File: src/rtl/uart_regbank.sv
module uart_regbank #(
  parameter int AW = 12,
  parameter int DW = 16,
  parameter int INT_W = 11,
  parameter int IBRD_W = 16,
  parameter int FBRD_W = 6,
  parameter int LCR_W = 8,
  parameter int FEN_BIT = 4,
  parameter int EN_BIT = 1,
  parameter logic [63:0] ID_BYTES = 64'hC3_42_19_7E_00_01_3C_A5,
  localparam int CFG_W = IBRD_W + FBRD_W + LCR_W
) (
  input  logic              clk,
  input  logic              rst_n,
  input  logic              psel,
  input  logic              penable,
  input  logic              pwrite,
  input  logic [AW-1:0]     paddr,
  input  logic [DW-1:0]     pwdata,
  output logic [DW-1:0]     prdata,
  input  logic [INT_W-1:0]  irq_set,
  output logic [CFG_W-1:0]  cfg_word,
  output logic [DW-1:0]     ctrl,
  output logic [DW-1:0]     ifls,
  output logic [DW-1:0]     dma_ctrl,
  output logic              irq,
  output logic              tx_push,
  output logic [DW-1:0]     tx_wdata,
  output logic              hold_load,
  output logic [DW-1:0]     tx_hold,
  output logic              cfg_err
);

  localparam logic [AW-1:0] A_DATA = AW'('h000);
  localparam logic [AW-1:0] A_IBRD = AW'('h024);
  localparam logic [AW-1:0] A_FBRD = AW'('h028);
  localparam logic [AW-1:0] A_LCR  = AW'('h02C);
  localparam logic [AW-1:0] A_CTRL = AW'('h030);
  localparam logic [AW-1:0] A_IFLS = AW'('h034);
  localparam logic [AW-1:0] A_MASK = AW'('h038);
  localparam logic [AW-1:0] A_RAW  = AW'('h03C);
  localparam logic [AW-1:0] A_MIS  = AW'('h040);
  localparam logic [AW-1:0] A_CLR  = AW'('h044);
  localparam logic [AW-1:0] A_DMA  = AW'('h048);
  localparam logic [AW-1:0] A_ID   = AW'('hFE0);
  localparam logic [DW-1:0] CTRL_RST = DW'('h0300);
  localparam logic [DW-1:0] IFLS_RST = DW'('h0012);

  logic [IBRD_W-1:0] ibrd_sh;
  logic [FBRD_W-1:0] fbrd_sh;
  logic [INT_W-1:0]  raw, mask, clr;
  logic wr, en, cfg_wr, lcr_ok, data_wr;

  assign wr      = psel && penable && pwrite;
  assign en      = ctrl[EN_BIT];
  assign cfg_wr  = wr && (paddr == A_IBRD || paddr == A_FBRD || paddr == A_LCR);
  assign lcr_ok  = wr && !en && paddr == A_LCR;
  assign data_wr = wr && paddr == A_DATA;
  assign clr     = (wr && paddr == A_CLR) ? pwdata[INT_W-1:0] : '0;

  assign tx_push   = data_wr && cfg_word[FEN_BIT];
  assign hold_load = data_wr && !cfg_word[FEN_BIT];
  assign tx_wdata  = pwdata;
  assign irq       = |(raw & mask);

  always_ff @(posedge clk or negedge rst_n) begin
    if (!rst_n) begin
      ibrd_sh  <= '0;
      fbrd_sh  <= '0;
      cfg_word <= '0;
      ctrl     <= CTRL_RST;
      ifls     <= IFLS_RST;
      dma_ctrl <= '0;
      mask     <= '0;
      raw      <= '0;
      tx_hold  <= '0;
      cfg_err  <= 1'b0;
    end else begin
      raw     <= (raw & ~clr) | irq_set;
      cfg_err <= cfg_err | (cfg_wr && en);
      if (hold_load) tx_hold <= pwdata;
      if (wr) begin
        case (paddr)
          A_IBRD: if (!en) ibrd_sh <= pwdata[IBRD_W-1:0];
          A_FBRD: if (!en) fbrd_sh <= pwdata[FBRD_W-1:0];
          A_LCR:  if (!en) cfg_word <= {ibrd_sh, fbrd_sh, pwdata[LCR_W-1:0]};
          A_CTRL: ctrl <= pwdata;
          A_IFLS: ifls <= pwdata;
          A_MASK: mask <= pwdata[INT_W-1:0];
          A_DMA:  dma_ctrl <= pwdata;
          default: ;
        endcase
      end
    end
  end

  always_comb begin
    prdata = '0;
    case (paddr)
      A_IBRD: prdata = DW'(ibrd_sh);
      A_FBRD: prdata = DW'(fbrd_sh);
      A_LCR:  prdata = DW'(cfg_word[LCR_W-1:0]);
      A_CTRL: prdata = ctrl;
      A_IFLS: prdata = ifls;
      A_MASK: prdata = DW'(mask);
      A_RAW:  prdata = DW'(raw);
      A_MIS:  prdata = DW'(raw & mask);
      A_DMA:  prdata = dma_ctrl;
      default:
        if (paddr >= A_ID && paddr[1:0] == 2'b00)
          prdata = DW'(ID_BYTES[{paddr[4:2], 3'b000} +: 8]);
    endcase
  end

  p_commit_only_lcr_r3: assert property (@(posedge clk) disable iff (!rst_n)
    !$stable(cfg_word) |-> $past(lcr_ok));

  p_locked_cfg_r4: assert property (@(posedge clk) disable iff (!rst_n)
    $past(en) |-> $stable(cfg_word));

  p_err_sticky_r4: assert property (@(posedge clk) disable iff (!rst_n)
    $past(cfg_err) |-> cfg_err);

  p_one_route_r5: assert property (@(posedge clk) disable iff (!rst_n)
    $onehot0({tx_push, hold_load}));

  p_clear_wins_r6: assert property (@(posedge clk) disable iff (!rst_n)
    (raw & $past(clr & ~irq_set)) == '0);

  p_set_sticks_r6: assert property (@(posedge clk) disable iff (!rst_n)
    ($past(irq_set) & ~raw) == '0);

endmodule

File: config.mk
export PLATFORM = sky130hd
export DESIGN_NAME = uart_regbank
export DESIGN_NICKNAME = d
export VERILOG_FILES = /design/src/rtl/uart_regbank.sv
export SDC_FILE = /design/constraint.sdc
export NUM_CORES = 1
export LEC_CHECK = 0
export BUFFER_PORTS_ARGS = -buffer_cell sky130_fd_sc_hd__buf_2
export CAP_MARGIN = 40
export CORE_MARGIN = 3
export CORE_UTILIZATION = 40
export CTS_CLUSTER_DIAMETER = 120
export CTS_CLUSTER_SIZE = 16
export DETAILED_ROUTE_END_ITERATION = 8
export GPL_ROUTABILITY_DRIVEN = 0
export PLACE_DENSITY = 0.73
export SYNTH_ARGS = -nofsm -noshare
export SYNTH_HDL_FRONTEND = slang
export SYNTH_SLANG_ARGS = --single-unit
File: constraint.sdc
create_clock -name clk -period 2.7 [get_ports clk]
set_input_delay 0.27 -clock clk [delete_from_list [all_inputs] [get_ports clk]]
set_output_delay 0.27 -clock clk [all_outputs]
set_load 0.03 [all_outputs]
==> impl_metrics.prom, run 1 <==
# TYPE chip_impl_metric gauge
chip_impl_metric{name="critical_path.max_fanout",unit=""} 15
chip_impl_metric{name="floorplan.die.height",unit="um"} 135.8
chip_impl_metric{name="ys_ff_latch",unit=""} 139
chip_impl_metric{name="drive_above_1_share",unit=""} 0.5535
chip_impl_metric{name="clkSlewWorstSetupHoldPaths",unit="ns"} 0.06
chip_impl_metric{name="hold_slack",unit="ns"} 0.03053
chip_impl_metric{name="power.static_leakage",unit="nW"} 4.511
chip_impl_metric{name="seq_area",unit="um^2"} 3483
chip_impl_metric{name="drcViolationCount",unit=""} 0
chip_impl_metric{name="post_drt_wl_per_cell",unit="um"} 22.62
chip_impl_metric{name="finish.net_count",unit=""} 732
chip_impl_info{name="critical_path_class",value="in -> out"} 1
chip_impl_info{name="outcome",value="finished clean"} 1
chip_impl_metric{name="first_iter_violations",unit=""} 663
chip_impl_metric{name="drt_first_pass_iters",unit=""} 5
chip_impl_metric{name="period_needed",unit="ns"} 2.444
chip_impl_metric{name="die_area",unit="um^2"} 18430
chip_impl_metric{name="setup_tns",unit="ns"} 0
chip_impl_metric{name="synth-async-reset-ratio",unit=""} 1.000
chip_impl_metric{name="worst-slew-pin-transition",unit="ns"} 0.6522
chip_impl_info{name="commonest_non_fill_non_tap_cells_in_the_layout",value="172 x sky130_fd_sc_hd__buf_2, 135 x sky130_fd_sc_hd__dfrtp_1, 119 x sky130_fd_sc_hd__mux2_2"} 1
chip_impl_metric{name="final_cells",unit=""} 917
chip_impl_metric{name="grt_start_max_net_pins",unit=""} 69
chip_impl_metric{name="yosysSeqAreaShare",unit=""} 0.5171
chip_impl_info{name="cts_tree",value="yes"} 1
chip_impl_metric{name="die_width",unit="um"} 135.8
chip_impl_info{name="startpoint_type_of_the_worst_setup_path",value="input pin"} 1
chip_impl_metric{name="max_freq",unit="GHz"} 0.4092
chip_impl_metric{name="setup_viol_count_final",unit=""} 0
chip_impl_metric{name="grt_antenna_before_repair",unit=""} 0
chip_impl_metric{name="delay_of_the_slowest_cell_on_the_worst_path",unit="ns"} 0.62
chip_impl_metric{name="yosys_warnings",unit=""} 0
chip_impl_metric{name="area_inside_the_core_boundary",unit="um^2"} 16170
chip_impl_metric{name="area_of_the_multi_input_gates",unit="um^2"} 2965
chip_impl_metric{name="switching_share",unit=""} 0.2252
chip_impl_metric{name="worst-endpoint-arrival",unit="ns"} 2.17
chip_impl_metric{name="dp_cells",unit=""} 884
chip_impl_metric{name="cts_htree_levels",unit=""} 4
chip_impl_metric{name="postRouteAntennaNets",unit=""} 0
chip_impl_metric{name="drt_wl_total",unit="um"} 20740
chip_impl_metric{name="nFillCells",unit=""} 1390
chip_impl_metric{name="p_clk_frac",unit=""} 0.511
chip_impl_metric{name="initial_utilization",unit=""} 0.4165
chip_impl_info{name="worst_path_max_delay_cell",value="sky130_fd_sc_hd__or4b_1"} 1
chip_impl_metric{name="routed-via-count",unit=""} 5330
chip_impl_metric{name="finish.utilization",unit=""} 0.5237
chip_impl_metric{name="grt_util_all_layers",unit=""} 0.2272
chip_impl_metric{name="grt-ovfl-total",unit=""} 0
chip_impl_metric{name="core.rowCount",unit=""} 46
chip_impl_metric{name="placement.setup.worst_slack",unit="ns"} 0.1802
chip_impl_metric{name="clock_insertion_delay_worst_skew",unit="ns"} 0.42
chip_impl_metric{name="layout_setup_ws",unit="ns"} 0.2563
chip_impl_metric{name="vdd_ir_drop_max",unit="uV"} 435.0
chip_impl_metric{name="timing.max_cap.violations",unit=""} 0
chip_impl_info{name="hold_class",value="in -> reg"} 1
chip_impl_metric{name="floorplan.io_pins",unit=""} 174
chip_impl_metric{name="max-clock-path-buffers",unit=""} 2
chip_impl_metric{name="tritoncts_num_sinks",unit=""} 139
chip_impl_info{name="postSynth.topFlopCell",value="sky130_fd_sc_hd__dfrtp_1"} 1
chip_impl_metric{name="n_antenna_cell",unit=""} 0
chip_impl_metric{name="synthCells",unit=""} 510
chip_impl_info{name="grt_setup_unrepaired",value="no"} 1
chip_impl_info{name="cpMostUsedCell",value="sky130_fd_sc_hd__buf_2"} 1
chip_impl_metric{name="port_buffers",unit=""} 173
chip_impl_metric{name="post_cts_buffers",unit=""} 0
chip_impl_metric{name="avgViaCountPerCell",unit=""} 5.812
chip_impl_metric{name="fin_skew",unit="ns"} 0.007341
chip_impl_metric{name="syn2layout_area_growth",unit="%"} 25.72
chip_impl_info{name="clock_tree.root_cell",value="sky130_fd_sc_hd__clkbuf_16"} 1
chip_impl_metric{name="required",unit="ns"} 2.43
chip_impl_metric{name="count_of_flip_flops_with_a_built_in_enable_after_synthesis",unit=""} 0
chip_impl_metric{name="wire_length_of_the_first_global_routing_pass",unit="um"} 31680
chip_impl_metric{name="hold_viol",unit=""} 0
chip_impl_metric{name="post-dp-hpwl",unit="um"} 14850
chip_impl_metric{name="seq_power_share",unit=""} 0.437
chip_impl_info{name="final_common_cell",value="sky130_fd_sc_hd__buf_2"} 1
chip_impl_metric{name="cts_buffers",unit=""} 17
chip_impl_metric{name="avg_inst_size_synth",unit="um^2"} 13.21
chip_impl_metric{name="grt_pass1_vias",unit=""} 5475
chip_impl_metric{name="final_max_slew_viol_count",unit=""} 0
chip_impl_metric{name="p_per_area",unit="nW/um^2"} 564.6
chip_impl_metric{name="timing.max_slew.rel_slack",unit=""} 0.5652
chip_impl_metric{name="mappedNetlistArea",unit="um^2"} 6736
chip_impl_metric{name="post_synthesis_net_count",unit=""} 554
chip_impl_metric{name="power.switching",unit="mW"} 1.077
chip_impl_metric{name="synth_cell_types",unit=""} 61
chip_impl_info{name="crit_chain",value="buf_2 > or4b_1 > nor3_4 > buf_4 > a22oi_1 > nand2_1 > buf_2"} 1
chip_impl_metric{name="layout_worst_path_cycle_share",unit=""} 0.9051
chip_impl_metric{name="power.internal",unit="mW"} 3.705
chip_impl_metric{name="share_comb_of_total_power",unit=""} 0.052
chip_impl_info{name="endpoint_kind",value="primary output"} 1
==> layout make-up <==
class / count / area share
flip-flops and latches: 139 / 0.4113
multi-input cells: 323 / 0.3501
repair buffers: 203 / 0.1313
clock buffers: 22 / 0.05717
well taps: 216 / 0.03191
clock inverters: 10 / 0.01640
inverters: 4 / 0.001773
==> power by group through the flow <==
stage / logic, mW / clock network, mW / registers [mW]
finish: 0.251 / 2.44 / 2.09
global route: 0.270 / 2.57 / 2.09
CTS: 0.251 / 2.47 / 2.09
detailed placement: 0.248 / 0 / 2.12
global placement: 0.243 / 0 / 2.12
floorplan: 0.115 / 0 / 2.13
==> sequential cells by signal, summed over array words and instances, names as in the netlist <==
register  count
cfg_err       1
cfg_word     30
ctrl         16
dma_ctrl     16
fbrd_sh       6
ibrd_sh      16
ifls         16
mask         11
raw          11
tx_hold      16
==> per-layer routing <==
layer | share of wire | vias to the layer above | track usage
met5 | 0 | - | 0
met4 | 0.039 | 0 | 0.1036
met3 | 0.095 | 68 | 0.06315
met2 | 0.47 | 338 | 0.3614
met1 | 0.39 | 2629 | 0.2891
li1 | - | 2295 | -
==> cell families after synthesis <==
group	count (synthesis)	synth area share
AOI/OAI and AO/OA	83	0.1003
xor gates and xnor gates	1	0.001300
buffers and inverters	48	0.04365
DFF	139	0.5171
muxes	137	0.2337
and+or+nand+nor	102	0.1040
==> critical path, delay by kind of cell <==
| family | cells | cell delay [ns] |
|---|---|---|
| and+or+nand+nor | 3 | 1.11 |
| AOI/OAI and AO/OA | 1 | 0.09 |
| buffers and inverters | 3 | 0.70 |
==> worst paths after layout <==
kind                                               from                       end  slack, ns  cells past startpoint
max in group asynchronous                         rst_n       ifls[1]$_DFFE_PN1P_       1.49                      3
worst min-delay path                         irq_set[5]          raw[5]$_DFF_PN0_       0.03                      2
worst max register to register  cfg_word[4]$_DFFE_PN0P_   tx_hold[10]$_DFFE_PN0P_       0.96                      3
worst min register to register        cfg_err$_DFF_PN0_         cfg_err$_DFF_PN0_       0.45                      1
min in group asynchronous                         rst_n  cfg_word[12]$_DFFE_PN0P_       0.44                      2
worst max-delay path                           paddr[2]                prdata[12]       0.26                      7
==> synthesized netlist by cell type, drive strengths merged, types with 5 or more instances <==
| cell | count | area share |
|---|---|---|
| nand3 | 7 | 0.0052 |
| nor3 | 7 | 0.011 |
| mux2i | 5 | 0.0074 |
| nand4 | 8 | 0.0074 |
| a21o | 12 | 0.013 |
| a32oi | 7 | 0.0091 |
| a22o | 7 | 0.0091 |
| nor4 | 6 | 0.010 |
| a32o | 7 | 0.010 |
| nor2 | 10 | 0.0059 |
| nand2 | 27 | 0.019 |
| a222oi | 5 | 0.0074 |
| dfrtp | 135 | 0.50 |
| clkbuf | 10 | 0.0056 |
| or4b | 5 | 0.0080 |
| buf | 34 | 0.036 |
| a22oi | 19 | 0.021 |
| mux2 | 132 | 0.23 |
==> stage by stage <==
stage	instance area (um^2)	power [mW]
final	8469	4.782
after global routing	8469	4.929
after CTS	8469	4.806
after detailed placement	7836	2.373
after global placement	7836	2.368
after floorplan	6736	2.243
==> what timing repair did <==
| action | in CTS | in global routing |
|---|---|---|
| endpoints found under the hold margin | 63 | 0 |
| resized for setup | 0 | 0 |
| hold buffers | 1 | 0 |
(Power assumes the default switching activity.)
==> inputs of run 2 (changes only) <==
- PLACE_DENSITY: 0.73 -> 0.76
- clock period: 2.7 -> 2.07 ns (I/O delays scaled with it)
==> run 2 against run 1 <==
Net effect:
- critical endpoint is now prdata[10]
- largest cell class unchanged
- global-route usage is 1.4 points higher
- sequential power is 30% higher
- clock power is 30% higher
- power is 32% higher
- routed wire length is 8.6% higher
- the run now ends with setup timing left
==> impl_metrics.prom, run 2 (synthesis results as in run 1) <==
# TYPE chip_impl_metric gauge
chip_impl_metric{name="tritoncts_num_sinks",unit=""} 139
chip_impl_metric{name="setup_viol_count_final",unit=""} 2
chip_impl_metric{name="initial_utilization",unit=""} 0.4165
chip_impl_info{name="clock_tree.root_cell",value="sky130_fd_sc_hd__clkbuf_16"} 1
chip_impl_info{name="r2r-start",value="ctrl[1]$_DFFE_PN0P_"} 1
chip_impl_metric{name="power.static_leakage",unit="nW"} 4.973
chip_impl_metric{name="syn2layout_area_growth",unit="%"} 38.93
chip_impl_metric{name="grt_pass1_vias",unit=""} 5860
chip_impl_metric{name="post_drt_wl_per_cell",unit="um"} 22.73
chip_impl_metric{name="critical_path.max_fanout",unit=""} 5
chip_impl_info{name="violated_checks",value="setup timing"} 1
chip_impl_metric{name="grt_util_all_layers",unit=""} 0.2410
chip_impl_info{name="startpoint_type_of_the_worst_setup_path",value="input pin"} 1
chip_impl_metric{name="n_antenna_cell",unit=""} 0
chip_impl_metric{name="layout_setup_ws",unit="ns"} -0.02418
chip_impl_metric{name="clkSlewWorstSetupHoldPaths",unit="ns"} 0.06
chip_impl_metric{name="timing.max_cap.violations",unit=""} 0
chip_impl_metric{name="grt_start_max_net_pins",unit=""} 49
chip_impl_info{name="regToRegEndpoint",value="fbrd_sh[1]$_DFFE_PN0P_"} 1
chip_impl_metric{name="post-dp-hpwl",unit="um"} 15740
chip_impl_info{name="endpoint_kind",value="primary output"} 1
chip_impl_metric{name="wire_length_of_the_first_global_routing_pass",unit="um"} 33400
chip_impl_metric{name="routed-via-count",unit=""} 5777
chip_impl_metric{name="worst-endpoint-arrival",unit="ns"} 1.89
chip_impl_metric{name="core.rowCount",unit=""} 46
chip_impl_metric{name="r2r_setup_slack",unit="ns"} 0.36
chip_impl_metric{name="port_buffers",unit=""} 173
chip_impl_metric{name="area_inside_the_core_boundary",unit="um^2"} 16170
chip_impl_metric{name="cts_buffers",unit=""} 17
chip_impl_metric{name="first_iter_violations",unit=""} 544
chip_impl_metric{name="hold_viol",unit=""} 0
chip_impl_metric{name="drcViolationCount",unit=""} 0
chip_impl_metric{name="avgViaCountPerCell",unit=""} 5.829
chip_impl_info{name="hold_class",value="in -> reg"} 1
chip_impl_info{name="final_common_cell",value="sky130_fd_sc_hd__buf_2"} 1
chip_impl_metric{name="cts_htree_levels",unit=""} 4
chip_impl_metric{name="drt_first_pass_iters",unit=""} 6
chip_impl_metric{name="postRouteAntennaNets",unit=""} 0
chip_impl_metric{name="floorplan.die.height",unit="um"} 135.8
chip_impl_metric{name="rr_worst_depth",unit=""} 4
chip_impl_metric{name="drive_above_1_share",unit=""} 0.6039
chip_impl_metric{name="worst_hold_path.num_cells",unit=""} 2
chip_impl_metric{name="floorplan.io_pins",unit=""} 174
chip_impl_metric{name="layout_worst_path_cycle_share",unit=""} 1.012
chip_impl_metric{name="place_area",unit="um^2"} 8267
chip_impl_metric{name="final_max_slew_viol_count",unit=""} 0
chip_impl_metric{name="drt_wl_total",unit="um"} 22530
chip_impl_metric{name="finish.instance_area",unit="um^2"} 9359
chip_impl_info{name="outcome",value="finished, violations left"} 1
chip_impl_metric{name="dp_cells",unit=""} 929
chip_impl_metric{name="die_area",unit="um^2"} 18430
chip_impl_info{name="max_flop_register",value="cfg_word"} 1
chip_impl_metric{name="grt_antenna_before_repair",unit=""} 0
chip_impl_metric{name="p_per_area",unit="nW/um^2"} 674.6
chip_impl_metric{name="max-clock-path-buffers",unit=""} 2
chip_impl_info{name="grt_setup_unrepaired",value="yes"} 1
chip_impl_metric{name="max_freq",unit="GHz"} 0.4775
chip_impl_metric{name="fin_total_pwr",unit="mW"} 6.313
chip_impl_metric{name="vdd_ir_drop_max",unit="uV"} 561.3
chip_impl_metric{name="timing.max_slew.rel_slack",unit=""} 0.6735
chip_impl_metric{name="fin_skew",unit="ns"} 0.007600
chip_impl_info{name="hold-path-endpoint",value="ibrd_sh[15]$_DFFE_PN0P_"} 1
chip_impl_metric{name="placement.setup.worst_slack",unit="ns"} -0.1799
chip_impl_info{name="worst_hold_startpoint",value="pwdata[15]"} 1
chip_impl_info{name="commonest_non_fill_non_tap_cells_in_the_layout",value="156 x sky130_fd_sc_hd__buf_2, 134 x sky130_fd_sc_hd__dfrtp_1, 118 x sky130_fd_sc_hd__mux2_2"} 1
chip_impl_metric{name="final_cells",unit=""} 991
chip_impl_metric{name="hold_slack",unit="ns"} 0.09103
chip_impl_metric{name="period_needed",unit="ns"} 2.094
chip_impl_metric{name="finish.net_count",unit=""} 806
chip_impl_metric{name="worst-slew-pin-transition",unit="ns"} 0.4898
chip_impl_metric{name="grt-ovfl-total",unit=""} 0
chip_impl_info{name="critical_path_class",value="in -> out"} 1
chip_impl_metric{name="required",unit="ns"} 1.86
chip_impl_metric{name="largest_reg_flops",unit=""} 30
chip_impl_metric{name="nFillCells",unit=""} 1308
chip_impl_metric{name="die_width",unit="um"} 135.8
chip_impl_metric{name="clock_insertion_delay_worst_skew",unit="ns"} 0.42
chip_impl_info{name="cts_tree",value="yes"} 1
run 2: report_power, final:
group	switching (mW)	internal (mW)	leakage, nW
Sequential	0.00223	2.72	1.87
Clock	1.25	1.92	0.290
Combinational	0.265	0.150	2.81
run 2: worst max-delay path by stage:
stage	startpoint	end	cells after the start
floorplan	paddr[1]	prdata[10]	6
global placement	paddr[11]	fbrd_sh[2]$_DFFE_PN0P_	8
detailed placement	paddr[11]	fbrd_sh[1]$_DFFE_PN0P_	8
CTS	cfg_word[0]$_DFFE_PN0P_	prdata[0]	5
global route	cfg_word[0]$_DFFE_PN0P_	prdata[0]	5
finish	paddr[11]	prdata[10]	7
run 2: layer usage:
metal  wire length [um]  track usage
met2              10590       0.3814
met5                  0            0
met4                949       0.1114
met3               2174      0.07727
met1               8809       0.3014
run 2: layout make-up:
cell class | instances | area, um^2 | share of cell area
Clock buffer | 18 | 429.2 | 0.04586
Timing Repair Buffer | 276 | 1892 | 0.2021
Clock inverter | 14 | 185.2 | 0.01979
Sequential cell | 139 | 3485 | 0.3723
Multi-Input combinational cell | 324 | 3083 | 0.3294
Inverter | 4 | 15.01 | 0.001604
Tap cell | 216 | 270.3 | 0.02888
run 2: repair_timing:
action / in CTS / in global routing
hold endpoints to repair: 55 / 0
hold buffers: 12 / 0
cloned: 1 / 0
endpoints found under the setup margin: 18 / 17
pin swaps: 8 / 17
resized for setup: 28 / 28
buffers inserted: 8 / 10
run 2: per-stage QoR:
stage | util | setup TNS (ns)
after floorplan | - | 0
after global placement | 0.5111 | -3.254
after detailed placement | 0.5111 | -6.435
after CTS | 0.5672 | -0.001104
after global routing | 0.5787 | -0.1512
final | 0.5787 | -0.03753
run 2: worst max-delay path, cell delays in order:
cell,delay [ns]
sky130_fd_sc_hd__buf_8,0.11
sky130_fd_sc_hd__buf_6,0.11
sky130_fd_sc_hd__or4b_4,0.62
sky130_fd_sc_hd__nor2_4,0.25
sky130_fd_sc_hd__a31oi_1,0.13
sky130_fd_sc_hd__o211ai_1,0.24
sky130_fd_sc_hd__buf_4,0.20
